===== src/rtl/cattr_pkg.sv =====
package cattr_pkg;

    parameter int CYC_W = 3;

    localparam logic [CYC_W-1:0] CYC_READ     = CYC_W'(0);
    localparam logic [CYC_W-1:0] CYC_LOCK_RD  = CYC_W'(1);
    localparam logic [CYC_W-1:0] CYC_WB_REPL  = CYC_W'(2);
    localparam logic [CYC_W-1:0] CYC_WB_SNOOP = CYC_W'(3);
    localparam logic [CYC_W-1:0] CYC_WRITE    = CYC_W'(4);

    typedef enum logic [1:0] {
        ST_IDLE  = 2'd0,
        ST_HELD  = 2'd1,
        ST_FLOAT = 2'd2
    } phase_e;

endpackage


===== src/rtl/cattr_decode.sv =====
module cattr_decode
    import cattr_pkg::*;
(
    input  logic [CYC_W-1:0] kind,
    input  logic             cacheable,
    output logic             mark,
    output logic             is_read
);
    always_comb begin
        mark    = 1'b0;
        is_read = 1'b0;
        unique case (kind)
            CYC_READ: begin
                mark    = cacheable;
                is_read = 1'b1;
            end
            CYC_WB_REPL, CYC_WB_SNOOP: mark = 1'b1;
            CYC_LOCK_RD: mark = 1'b0;
            default: mark = 1'b0;
        endcase
    end
endmodule


===== src/rtl/cattr_seq.sv =====
module cattr_seq
    import cattr_pkg::*;
(
    input  logic clk,
    input  logic rst_n,
    input  logic ads_n,
    input  logic rdy_n,
    input  logic brdy_n,
    input  logic surrender,
    input  logic mark_in,
    input  logic read_in,
    output logic cache_n_o,
    output logic drive_o,
    output logic first_rdy_o,
    output logic held_o,
    output logic mark_q_o,
    output logic read_q_o
);
    phase_e st, st_nx;
    logic   capture;
    logic   mark_q, read_q;
    logic   ready;

    assign ready = !rdy_n || !brdy_n;

    always_ff @(posedge clk or negedge rst_n) begin
        if (!rst_n) begin
            st     <= ST_IDLE;
            mark_q <= 1'b0;
            read_q <= 1'b0;
        end else begin
            st <= st_nx;
            if (capture) begin
                mark_q <= mark_in;
                read_q <= read_in;
            end
        end
    end

    always_comb begin
        st_nx   = st;
        capture = 1'b0;
        unique case (st)
            ST_IDLE, ST_FLOAT: begin
                if (surrender) begin
                    st_nx = ST_FLOAT;
                end else if (!ads_n) begin
                    st_nx   = ST_HELD;
                    capture = 1'b1;
                end else begin
                    st_nx = ST_IDLE;
                end
            end
            ST_HELD: begin
                if (surrender)  st_nx = ST_FLOAT;
                else if (ready) st_nx = ST_IDLE;
            end
            default: st_nx = ST_IDLE;
        endcase
    end

    always_comb begin
        drive_o     = !surrender;
        cache_n_o   = 1'b1;
        first_rdy_o = 1'b0;
        held_o      = 1'b0;
        unique case (st)
            ST_IDLE, ST_FLOAT: begin
                if (!surrender && !ads_n) cache_n_o = !mark_in;
            end
            ST_HELD: begin
                held_o      = 1'b1;
                cache_n_o   = !mark_q;
                first_rdy_o = ready && !surrender;
            end
            default: cache_n_o = 1'b1;
        endcase
    end

    assign mark_q_o = mark_q;
    assign read_q_o = read_q;
endmodule


===== src/rtl/cattr_fill.sv =====
module cattr_fill (
    input  logic first_rdy,
    input  logic held_read,
    input  logic held_mark,
    input  logic ken_n,
    output logic fill
);
    always_comb begin
        fill = first_rdy && held_read && held_mark && !ken_n;
    end
endmodule


===== src/rtl/cache_attr_drv.sv =====
module cache_attr_drv
    import cattr_pkg::*;
(
    input  logic             clk,
    input  logic             rst_n,
    input  logic             ads_n,
    input  logic [CYC_W-1:0] cyc_kind,
    input  logic             page_cacheable,
    input  logic             rdy_n,
    input  logic             brdy_n,
    input  logic             hlda,
    input  logic             boff_n,
    input  logic             ken_n,
    output logic             cache_n,
    output logic             cache_oe,
    output logic             line_fill
);
    logic surrender, mark_now, read_now;
    logic first_rdy, ph_held, mark_q, read_q;

    assign surrender = hlda || !boff_n;

    cattr_decode dec_i (
        .kind      (cyc_kind),
        .cacheable (page_cacheable),
        .mark      (mark_now),
        .is_read   (read_now)
    );

    cattr_seq seq_i (
        .clk         (clk),
        .rst_n       (rst_n),
        .ads_n       (ads_n),
        .rdy_n       (rdy_n),
        .brdy_n      (brdy_n),
        .surrender   (surrender),
        .mark_in     (mark_now),
        .read_in     (read_now),
        .cache_n_o   (cache_n),
        .drive_o     (cache_oe),
        .first_rdy_o (first_rdy),
        .held_o      (ph_held),
        .mark_q_o    (mark_q),
        .read_q_o    (read_q)
    );

    cattr_fill fill_i (
        .first_rdy (first_rdy),
        .held_read (read_q),
        .held_mark (mark_q),
        .ken_n     (ken_n),
        .fill      (line_fill)
    );
endmodule


===== config.mk =====
export PLATFORM = sky130hd
export DESIGN_NAME = cache_attr_drv
export DESIGN_NICKNAME = d
export VERILOG_FILES = /design/src/rtl/cattr_pkg.sv /design/src/rtl/cattr_decode.sv /design/src/rtl/cattr_seq.sv /design/src/rtl/cattr_fill.sv /design/src/rtl/cache_attr_drv.sv
export SDC_FILE = /design/constraint.sdc
export NUM_CORES = 1
export LEC_CHECK = 0
export ABC_CLOCK_PERIOD_IN_PS = 3190
export BUFFER_PORTS_ARGS = -buffer_cell sky130_fd_sc_hd__buf_2
export CAP_MARGIN = 20
export CORE_AREA = 2 2 39 41
export CTS_CLUSTER_SIZE = 8
export DETAILED_ROUTE_END_ITERATION = 6
export DIE_AREA = 0 0 41 43
export GPL_ROUTABILITY_DRIVEN = 0
export MAX_ROUTING_LAYER = met4
export PLACE_DENSITY = 0.47
export SLEW_MARGIN = 20
export SYNTH_ARGS = -nofsm -noshare
export SYNTH_HDL_FRONTEND = slang
export SYNTH_SLANG_ARGS = --single-unit

===== constraint.sdc =====
create_clock -name clk -period 3.19 [get_ports clk]
set_input_delay 0.1595 -clock clk [delete_from_list [all_inputs] [get_ports clk]]
set_output_delay 0.1595 -clock clk [all_outputs]
set_load 0.01 [all_outputs]

Word level (Yosys, flattened, before mapping)
Index checks and enable logic that the tools add are counted.
- bits in writable memories: 0
- bits in registers: 4
- input port bits: 12
- ROM bits: 0
- memories: 0
- latch bits: 0
- word-level logic and storage cells: 40
- $add $sub $neg: 0
- equality and inequality tests: 5
- muxes and demuxes: 13
- multipliers: 0
- magnitude comparators: 0
- bitwise operators: 0
- div/mod/pow operators: 0
- reductions and logical operators: 19
- shifts and indexed selects: 0
- operator list (operator ; number):
    zero test 1 bit ; 8
    two-way mux 1 bit ; 7
    == test 3 x 2 -> 1 bit (second input constant) ; 2
    two-way mux 2 bit ; 3
    logical AND 1 bit ; 5
    one-hot mux 1 bit (2 select lines) ; 2
    one-hot mux 2 bit (2 select lines) ; 1
    OR reduction 2 bit ; 2
    zero test 3 bit ; 1
    inequality test 3 x 1 -> 1 bit (second input constant) ; 1
    == test 2 x 1 -> 1 bit (second input constant) ; 1
    == test 2 bit (second input constant) ; 1
    zero test 2 bit ; 1
    logical OR 1 bit ; 2

Longest topological paths before layout
Gate-level depths: netlist (run 1).
- word-level depth: 8
- mapped depth: 4
- depth with buffers taken out: 3

By module
A second synthesis (run 1) with hierarchy kept.
- cell total of the unflattened synthesis: 22
- area, all modules: 232.7 sq um
- by module, submodules not included (module ; instances ; sequential area each (sq um) ; area each (sq um) ; cells each):
    cattr_seq ; 1 ; 100.1 ; 192.7 ; 16
    cattr_decode ; 1 ; 0.0 ; 23.8 ; 4
    cattr_fill ; 1 ; 0.0 ; 10.0 ; 1
    cache_attr_drv ; 1 ; 0.0 ; 6.3 ; 1

Least setup slack after synthesis (run 1)
No wires, ideal clock.
- path kind: reg2out
- start: reg seq_i.st[0]
- end: out cache_n
- stages on the path, launching flop included: 4
- data arrival time: 1.336 ns
- setup slack: 1.695 ns
- path through: dfrtp_1 -> or4b_1 -> buf_2 -> o31a_1
- cells in the longest elaborated chain, start to end: 3
- elaborated cells on any way between the ends: 5
- ends and longest elaborated chain (element ; RTL line ; RTL):
    start, declared ; cattr_seq.sv:19 ; phase_e st, st_nx;
    start signal, assigned ; cattr_seq.sv:32 ; st <= st_nx;
    == test 2 bit / zero test 2 bit (equally long branches) ; cattr_seq.sv:67 ; unique case (st)
    OR reduction 2 bit ; cattr_seq.sv:67 ;
    one-hot mux 1 bit (2 select lines) (*) ; cattr_seq.sv:67 ;
    end, declared ; cache_attr_drv.sv:14 ; output logic cache_n,
Mark *: on every way between the ends. The rest lies on a longest branch, timed or not.

Worst setup path after layout (run 1)
Ends and elaborated chain as after synthesis.

==> results by stage, run 1 <==
Floorplan:
- The I/O pin count is 15.
- The floorplan row count is 14.
- The die outline area is 1763 sq um.
- The initial core utilization is 15.55%.
- The placeable core area is 1384 sq um.
- The die is 43 um tall.
- The width of the chip is 41 um.

GRT:
- The wire length of the first global-routing pass is 938 um.
- In the global route stage, overall resource usage came out at 8.866%.
- The pin count of the biggest net entering global routing is 7.
- The total overflow reported by the global router is 0.
- The number of antenna violations at the first check in global routing is 0.
- The number of global-route vias before repair was 240.

Worst setup path:
- The largest single stage delay on the critical path is 650 ps.
- The data required time at the worst endpoint is 3030 ps.
- STA classifies the critical path endpoint as a primary output.
- The worst setup path is launched from a flip-flop.
- The slowest stage cell on the critical path is sky130_fd_sc_hd__or4b_1.
- The cell family contributing the most delay on the critical path is simple AND/OR/NAND/NOR gates.
- The buffers plus inverters on the worst setup path is 1.
- For the worst flop-to-flop path, the logic depth is 2.
- The largest fanout on the critical path is 6.
- The category of the critical setup timing path is flip-flop to primary output.
- The critical path depth in cells is 3.
- STA puts the critical path data arrival time at 1730 ps.
- Walking the worst path, the cells encountered are or4b_1 > o31a_1 > buf_2.

Clock tree:
- The clock root buffer is sky130_fd_sc_hd__clkbuf_4.
- Counting the buffers created by CTS gives 3.
- The CTS tree is yes.
- Clock latency on the worst-skew pair, taken at its later pin, is 230 ps.
- The number of clock sinks is 4.
- The maximum root-to-sink buffer count is 2.
- Clock-pin slew was measured on the worst setup and hold paths at 40 ps.
- The CTS H-tree depth is 1.

Final layout:
- The post-route netlist has 47.37% of its cells at a drive strength greater than 1.
- 0 antenna diodes ended up in the layout.
- The final layout contains 52 nets.
- The signed area change from the synthesized netlist to the final layout is 54.65%.
- The filler cell count is 157.

Logic synthesis:
- Synthesis instantiated 13 different standard cells from the library.
- The number of enable-type register cells in the synthesized netlist is 0.
- In the synthesized netlist, the cells that appear most often are 4 x sky130_fd_sc_hd__dfrtp_1, 3 x sky130_fd_sc_hd__a21oi_1, 2 x sky130_fd_sc_hd__inv_1, 2 x sky130_fd_sc_hd__nand2_1, 2 x sky130_fd_sc_hd__or4b_1.
- The gate count of the mapped netlist is 21.
- Yosys attributes the largest share of cell area to sky130_fd_sc_hd__dfrtp_1 47%, sky130_fd_sc_hd__or4b_1 9.3%, sky130_fd_sc_hd__o41ai_2 7.6%.
- The share of Yosys cell area claimed by the top area cell type is 46.51%.
- Of all flip-flops after synthesis, the portion carrying an async set or reset was 100.0%.
- By instance count, the leading cell after synthesis is sky130_fd_sc_hd__dfrtp_1.
- The number of synthesized register bits is 4.
- The Yosys step of the flow raised 0 warnings.
- The dominant register cell in the synthesized netlist is sky130_fd_sc_hd__dfrtp_1.
- Counting every net in the synthesized netlist gives 33.
- The cell area after synthesis is 215.2 sq um.
- The mean instance size in the synthesized netlist is 10.25 sq um.
- The largest area contributor in the synthesized netlist is sky130_fd_sc_hd__dfrtp_1.
- Summing the sequential cell areas from Yosys gives 46.51% of the chip area.

Min path:
- In this run the worst hold path is classified as input pin to flip-flop.
- The worst hold path was traced through 2 stages.

Detailed routing:
- Wires add up to 549 um.
- The number of violations reported at the end of detailed-routing iteration 0 is 9.
- Once detail routing completed, the nets flagged for antenna violations numbered 0.
- The via total after detailed routing is 227.
- The final routed wire length divided by cell count is 10.17 um.
- The detailed-router iteration count before antenna repair is 4.
- The routed via count divided by cell count is 4.204.
- After detailed routing, the number of remaining DRC violations is 0.

Timing:
- The clock period minus final worst setup slack is 1889 ps.
- The final clock skew is 4.908 ps.
- The max-slew violation count is 0.
- The worst hold margin is 134.1 ps.
- Based on the critical path, the design can be clocked at up to 529.3 MHz.
- The worst-margin pin slew is 215.4 ps.
- In this run the tightest slew margin relative to its limit is 85.48%.
- Setup repair after global routing left no endpoint under its margin.
- In the final timing run, aggregate negative setup slack is 0 ps.
- After layout, the worst path uses 59.22% of the clock period.
- Setup violations remaining at the end of the flow were counted as 0.
- The final count of hold timing violations is 0.

Power and ir drop:
- In this run the power density over the cells is 421.3 nW/um^2.
- The worst vdd rail ir drop is 0.2062 mV.
- Summed over all cells, the static leakage comes to 0.1664 nW.

Run:
- Across the run, the number of max-cap violations was 0.

Status:
- The run finished with clean final reports.

Placed design:
- The count of buffers inserted at the top-level ports is 14.
- Detailed placement finished with a half-perimeter wire length of 423.3 um.
## flip-flops by register name, indices dropped and copies added (netlist names)
signal          cells
seq_i.mark_q_o      1
seq_i.read_q_o      1
seq_i.st            2
## metrics by stage
step | instance area, sq um | power, W | setup WS, ps | util [%] | std cells
after floorplan | 215.2 | 0.00006728 | 1695 | - | 21
after global placement | 300.3 | 0.00007923 | 1568 | 21.70 | 50
after detailed placement | 300.3 | 0.00007872 | 1544 | 21.70 | 50
after CTS | 332.8 | 0.0001450 | 1285 | 24.05 | 54
after global routing | 332.8 | 0.0001502 | 1225 | 24.05 | 54
final | 332.8 | 0.0001402 | 1301 | 24.05 | 54
## area by class of cell
cell class,count,area [sq um],share of cell area [%]
multi-input combinational,14,102.6,30.83
sequential,4,100.1,30.08
timing repair buffer,15,80.08,24.06
clock buffer,3,22.52,6.767
tap,16,20.02,6.015
inverter,2,7.507,2.256
## final timing paths
kind | startpoint | to | slack, ps
setup / recovery | seq_i.st[0]$_DFFE_PN0P_ | cache_n | 1300
hold / removal | cyc_kind[0] | seq_i.read_q_o$_DFFE_PN0P_ | 130
setup reg to reg | seq_i.st[0]$_DFFE_PN0P_ | seq_i.mark_q_o$_DFFE_PN0P_ | 1780
hold reg to reg | seq_i.st[1]$_DFFE_PN0P_ | seq_i.st[1]$_DFFE_PN0P_ | 460
max in group asynchronous | rst_n | seq_i.st[0]$_DFFE_PN0P_ | 2800
min in group asynchronous | rst_n | seq_i.read_q_o$_DFFE_PN0P_ | 270
## power by group
group,switching (W),internal [W]
registers,0.00000290,0.0000557
clock network,0.0000191,0.0000420
logic,0.00000952,0.0000110
## what timing repair did
item,4_1_cts,5_1_grt
hold buffers,1,0
setup endpoints to repair,0,0
setup buffers,0,0
endpoints found under the hold margin,4,0
gates resized for setup,0,0
## cell families (layout without fill, tap and decap cells)
logic type / after synthesis / count (layout) / share of synthesized area, %
DFF: 4 / 4 / 46.51
buffers and inverters: 3 / 20 / 5.813
AOI/OAI and AO/OA: 7 / 7 / 24.42
and+or+nand+nor: 7 / 7 / 23.26
## routing by layer
layer	global-route usage [%]	vias up	share of wire (%)
met3	8.377	2	16
met4	6.000	0	1.6
met5	-	-	0
li1	-	114	-
met2	9.375	15	30
met1	10.03	96	52
## cells in the final DEF (no fill, tap or decap)
master	count
sky130_fd_sc_hd__a21oi_1	3
sky130_fd_sc_hd__buf_2	14
sky130_fd_sc_hd__clkbuf_4	3
sky130_fd_sc_hd__dfrtp_1	4
sky130_fd_sc_hd__dlygate4sd3_1	1
sky130_fd_sc_hd__inv_1	2
sky130_fd_sc_hd__nand2_1	2
sky130_fd_sc_hd__nand2b_1	1
sky130_fd_sc_hd__nand3b_1	1
sky130_fd_sc_hd__nand4b_1	1
sky130_fd_sc_hd__o21ai_0	1
sky130_fd_sc_hd__o31a_1	1
sky130_fd_sc_hd__o31ai_1	1
sky130_fd_sc_hd__o41ai_2	1
sky130_fd_sc_hd__or4b_1	2
No activity file was read; power rests on OpenSTA's default activity.
==> run 2: changes to the inputs <==
--- a/config.mk
+++ b/config.mk
@@ -5,7 +5,7 @@
 export SDC_FILE = /design/constraint.sdc
 export NUM_CORES = 1
 export LEC_CHECK = 0
-export ABC_CLOCK_PERIOD_IN_PS = 3190
+export ABC_CLOCK_PERIOD_IN_PS = 2000
 export BUFFER_PORTS_ARGS = -buffer_cell sky130_fd_sc_hd__buf_2
 export CAP_MARGIN = 20
 export CORE_AREA = 2 2 39 41
==> constraint.sdc (replaced) <==
create_clock -name clk -period 2 [get_ports clk]
set_input_delay 0.1 -clock clk [delete_from_list [all_inputs] [get_ports clk]]
set_output_delay 0.1 -clock clk [all_outputs]
set_load 0.01 [all_outputs]
==> run 2 against run 1 <==
Wire length down 2.0%. Final cell count unchanged. Clock-buffer cell count unchanged. Combinational power up 59%. Total power up 59%. Flip-flop and latch count unchanged. Non-clock buffer count unchanged. Sequential power up 59%. Hold slack worse by 58 ps. Clock power up 60%. Setup slack worse by 1100 ps. Design area unchanged. Critical endpoint unchanged. Highest routed layer unchanged.
==> results by stage, run 2 (synthesis gave the netlist of run 1 again) <==
GRT:
- The pin count of the biggest net entering global routing is 7 (unchanged).
- The wire length of the first global-routing pass is 910 um (-3.0%).
- The global routing usage summed across all routing layers is 8.660% (-0.21 points).
- The number of global-route vias before repair is 244 (+1.7%).
- The number of antenna violations at the first check in global routing was 0 (unchanged).
- The total overflow reported by the global router is 0 (unchanged).

Floorplan:
- The I/O pin count is 15 (unchanged).
- The initial core utilization is 15.55% (unchanged).
- The placeable core area is 1384 sq um (unchanged).
- The width of the chip is 41 um (unchanged).
- The floorplan row count was 14 (unchanged).
- The die outline area is 1763 sq um (unchanged).
- The height of the die came to 43 um (unchanged).

Worst setup path:
- The endpoint kind of the worst setup timing path is a primary output.
- The largest fanout on the critical path is 6 (unchanged).
- The data required time at the worst endpoint is 1900 ps (-1130 ps).
- The data arrival at the endpoint of the critical path came to 1720 ps (about the same).
- The endpoint identified for the worst register-to-register timing path is seq_i.mark_q_o$_DFFE_PN0P_.
- Traced cell by cell, the critical path runs through or4b_1 > o31a_1 > buf_2.
- The slowest stage cell on the critical path is sky130_fd_sc_hd__or4b_1.
- The setup slack on the worst flop-to-flop path was 590 ps (-1190 ps).
- The maximum single-stage delay on the critical path was 650 ps (about the same).
- The worst setup path is launched from a flip-flop.
- The category of the critical setup timing path is flip-flop to primary output.
- The beginning of the worst register-to-register path is seq_i.st[0]$_DFFE_PN0P_.
- The cell depth of the worst flop-to-flop path is 2 (unchanged).

Run:
- The number of max-capacitance violations reported is 0 (unchanged).

Status:
- The run finished with clean final reports.

Final layout:
- The signed area change from the synthesized netlist to the final layout is 54.65% (unchanged).
- The post-route standard cell area excluding fillers is 332.8 sq um (unchanged).
- The number of nets at the end of the flow is 52 (unchanged).
- The flip-flop count of the largest register after layout is 2 (unchanged).
- The number of antenna diodes is 0 (unchanged).
- Leaving out fill and tap cells, the most frequent cells in the layout are 14 x sky130_fd_sc_hd__buf_2, 4 x sky130_fd_sc_hd__dfrtp_1, 3 x sky130_fd_sc_hd__a21oi_1, 3 x sky130_fd_sc_hd__clkbuf_4.
- The share of cells above drive strength 1 was 47.37% (unchanged).
- The filler cell count is 157 (unchanged).
- Leaving out fill and tap cells, the most frequent cell in the layout is sky130_fd_sc_hd__buf_2.
- The register with the most flip-flops is seq_i.st.

Timing:
- The aggregate negative setup slack came to 0 ps (unchanged).
- The fmax is 549.4 MHz.
- The count of final setup violators came to 0 (unchanged).
- The clock period minus final worst setup slack is 1820 ps.
- The max-slew violation count is 0 (unchanged).
- The headroom to the max-slew limit is 85.49% (about the same).
- The final clock skew came to 5.808 ps (+0.9000 ps).
- The part of the cycle the worst path needs is 91.01%.
- The final count of hold timing violations is 0 (unchanged).
- The worst-margin pin slew is 215.2 ps (-0.1905 ps).
- Setup repair after global routing left no endpoint under its margin.

Clock tree:
- The maximum root-to-sink buffer count is 2 (unchanged).
- The clock transition at the registers of the reported paths is 40 ps (about the same).
- The number of gates resized after CTS was 0 (unchanged).
- The TritonCTS buffer count is 3 (unchanged).
- The CTS tree is yes.
- The setup fix buffers added after clock tree synthesis is 0 (unchanged).
- The number of clock sinks is 4 (unchanged).
- The clock latency reported for the late side of the worst-skew pair is 230 ps (about the same).
- The CTS H-tree depth is 1 (unchanged).
- The clock root buffer is sky130_fd_sc_hd__clkbuf_4.

Detailed routing:
- The routed via count divided by cell count is 4.315 (+2.6%).
- The number of violations reported at the end of detailed-routing iteration 0 is 9 (unchanged).
- The detailed-router iteration count before antenna repair came to 3 (-1).
- The routed wire length is 538 um (-2.0%).
- The number of routed nets with antenna violations is 0 (unchanged).
- The remaining design rule violation count is 0 (unchanged).
- The final routed wire length divided by cell count came to 9.963 um (-2.0%).
- The via total after detailed routing is 233 (+2.6%).

Placed design:
- The HPWL reported at the end of detailed placement is 423 um (about the same).
- The count of buffers inserted at the top-level ports is 14 (unchanged).
- The post-placement cell area is 300.3 sq um (unchanged).

Min path:
- The class of the tightest hold or removal check is input pin to flip-flop.
- The startpoint identified for the worst hold timing path is cyc_kind[0].
- The path with the worst hold slack has its endpoint at seq_i.read_q_o$_DFFE_PN0P_.
- The number of cells on the worst hold path is 2 (unchanged).

Power and ir drop:
- The reported leakage power is 0.1664 nW (unchanged).
- The worst vdd rail ir drop is 0.3184 mV (+54%).
- The power density over the cells is 671.9 nW/um^2 (+59%).
## run 2: power by group
group	internal, W	leakage (nW)	switching, W	total, W
Clock	0.0000670	0.0138	0.0000308	0.0000978
Combinational	0.0000175	0.102	0.0000151	0.0000326
Sequential	0.0000889	0.0506	0.00000436	0.0000932
## run 2: area by class of cell
type / instances / area [sq um] / area share (%)
multi-input combinational: 14 / 102.6 / 30.83
sequential: 4 / 100.1 / 30.08
timing repair buffer: 15 / 80.08 / 24.06
clock buffer: 3 / 22.52 / 6.767
tap: 16 / 20.02 / 6.015
inverter: 2 / 7.507 / 2.256
## run 2: critical path, delay by kind of cell (launching register included)
kind	cells	cell delay (ps)
flip-flops	1	390
AO/OA/AOI/OAI	1	310
buffers and inverters	1	140
AND/OR/NAND/NOR	1	650
## run 2: metrics by stage
stage	total power (W)	worst slack, ps	instances	utilization, %	hold slack (ps)
after floorplan	0.0001073	564.2	21	-	-195.6
after detailed placement	0.0001254	418.5	50	21.70	-85.69
after CTS	0.0002307	160.3	54	24.05	63.53
final	0.0002236	179.7	54	24.05	75.85
after global placement	0.0001264	437.1	50	21.70	-85.82
after global routing	0.0002400	100.9	54	24.05	69.40
## run 2: layer usage
layer	wire length (um)	up-vias	track usage, %
li1	-	113	-
met2	173	15	9.375
met1	281	103	9.709
met5	0	-	-
met3	74	2	7.853
met4	9	0	6.000
## run 2: what timing repair did
action | 4_1_cts | 5_1_grt
hold buffers | 1 | 0
hold endpoints to repair | 4 | 0
setup endpoints to repair | 0 | 0
## run 2: worst max-delay path by stage
stage / startpoint / to / slack [ps] / cells after the start
6_report: seq_i.st[0]$_DFFE_PN0P_ / cache_n / 180 / 3
5_1_grt: seq_i.st[0]$_DFFE_PN0P_ / cache_n / 100 / 3
4_1_cts: seq_i.st[0]$_DFFE_PN0P_ / cache_n / 160 / 3
3_5_place_dp: seq_i.st[0]$_DFFE_PN0P_ / cache_n / 420 / 3
3_3_place_gp: seq_i.st[0]$_DFFE_PN0P_ / cache_n / 440 / 3
2_1_floorplan: seq_i.st[0]$_DFFE_PN0P_ / cache_n / 560 / 3
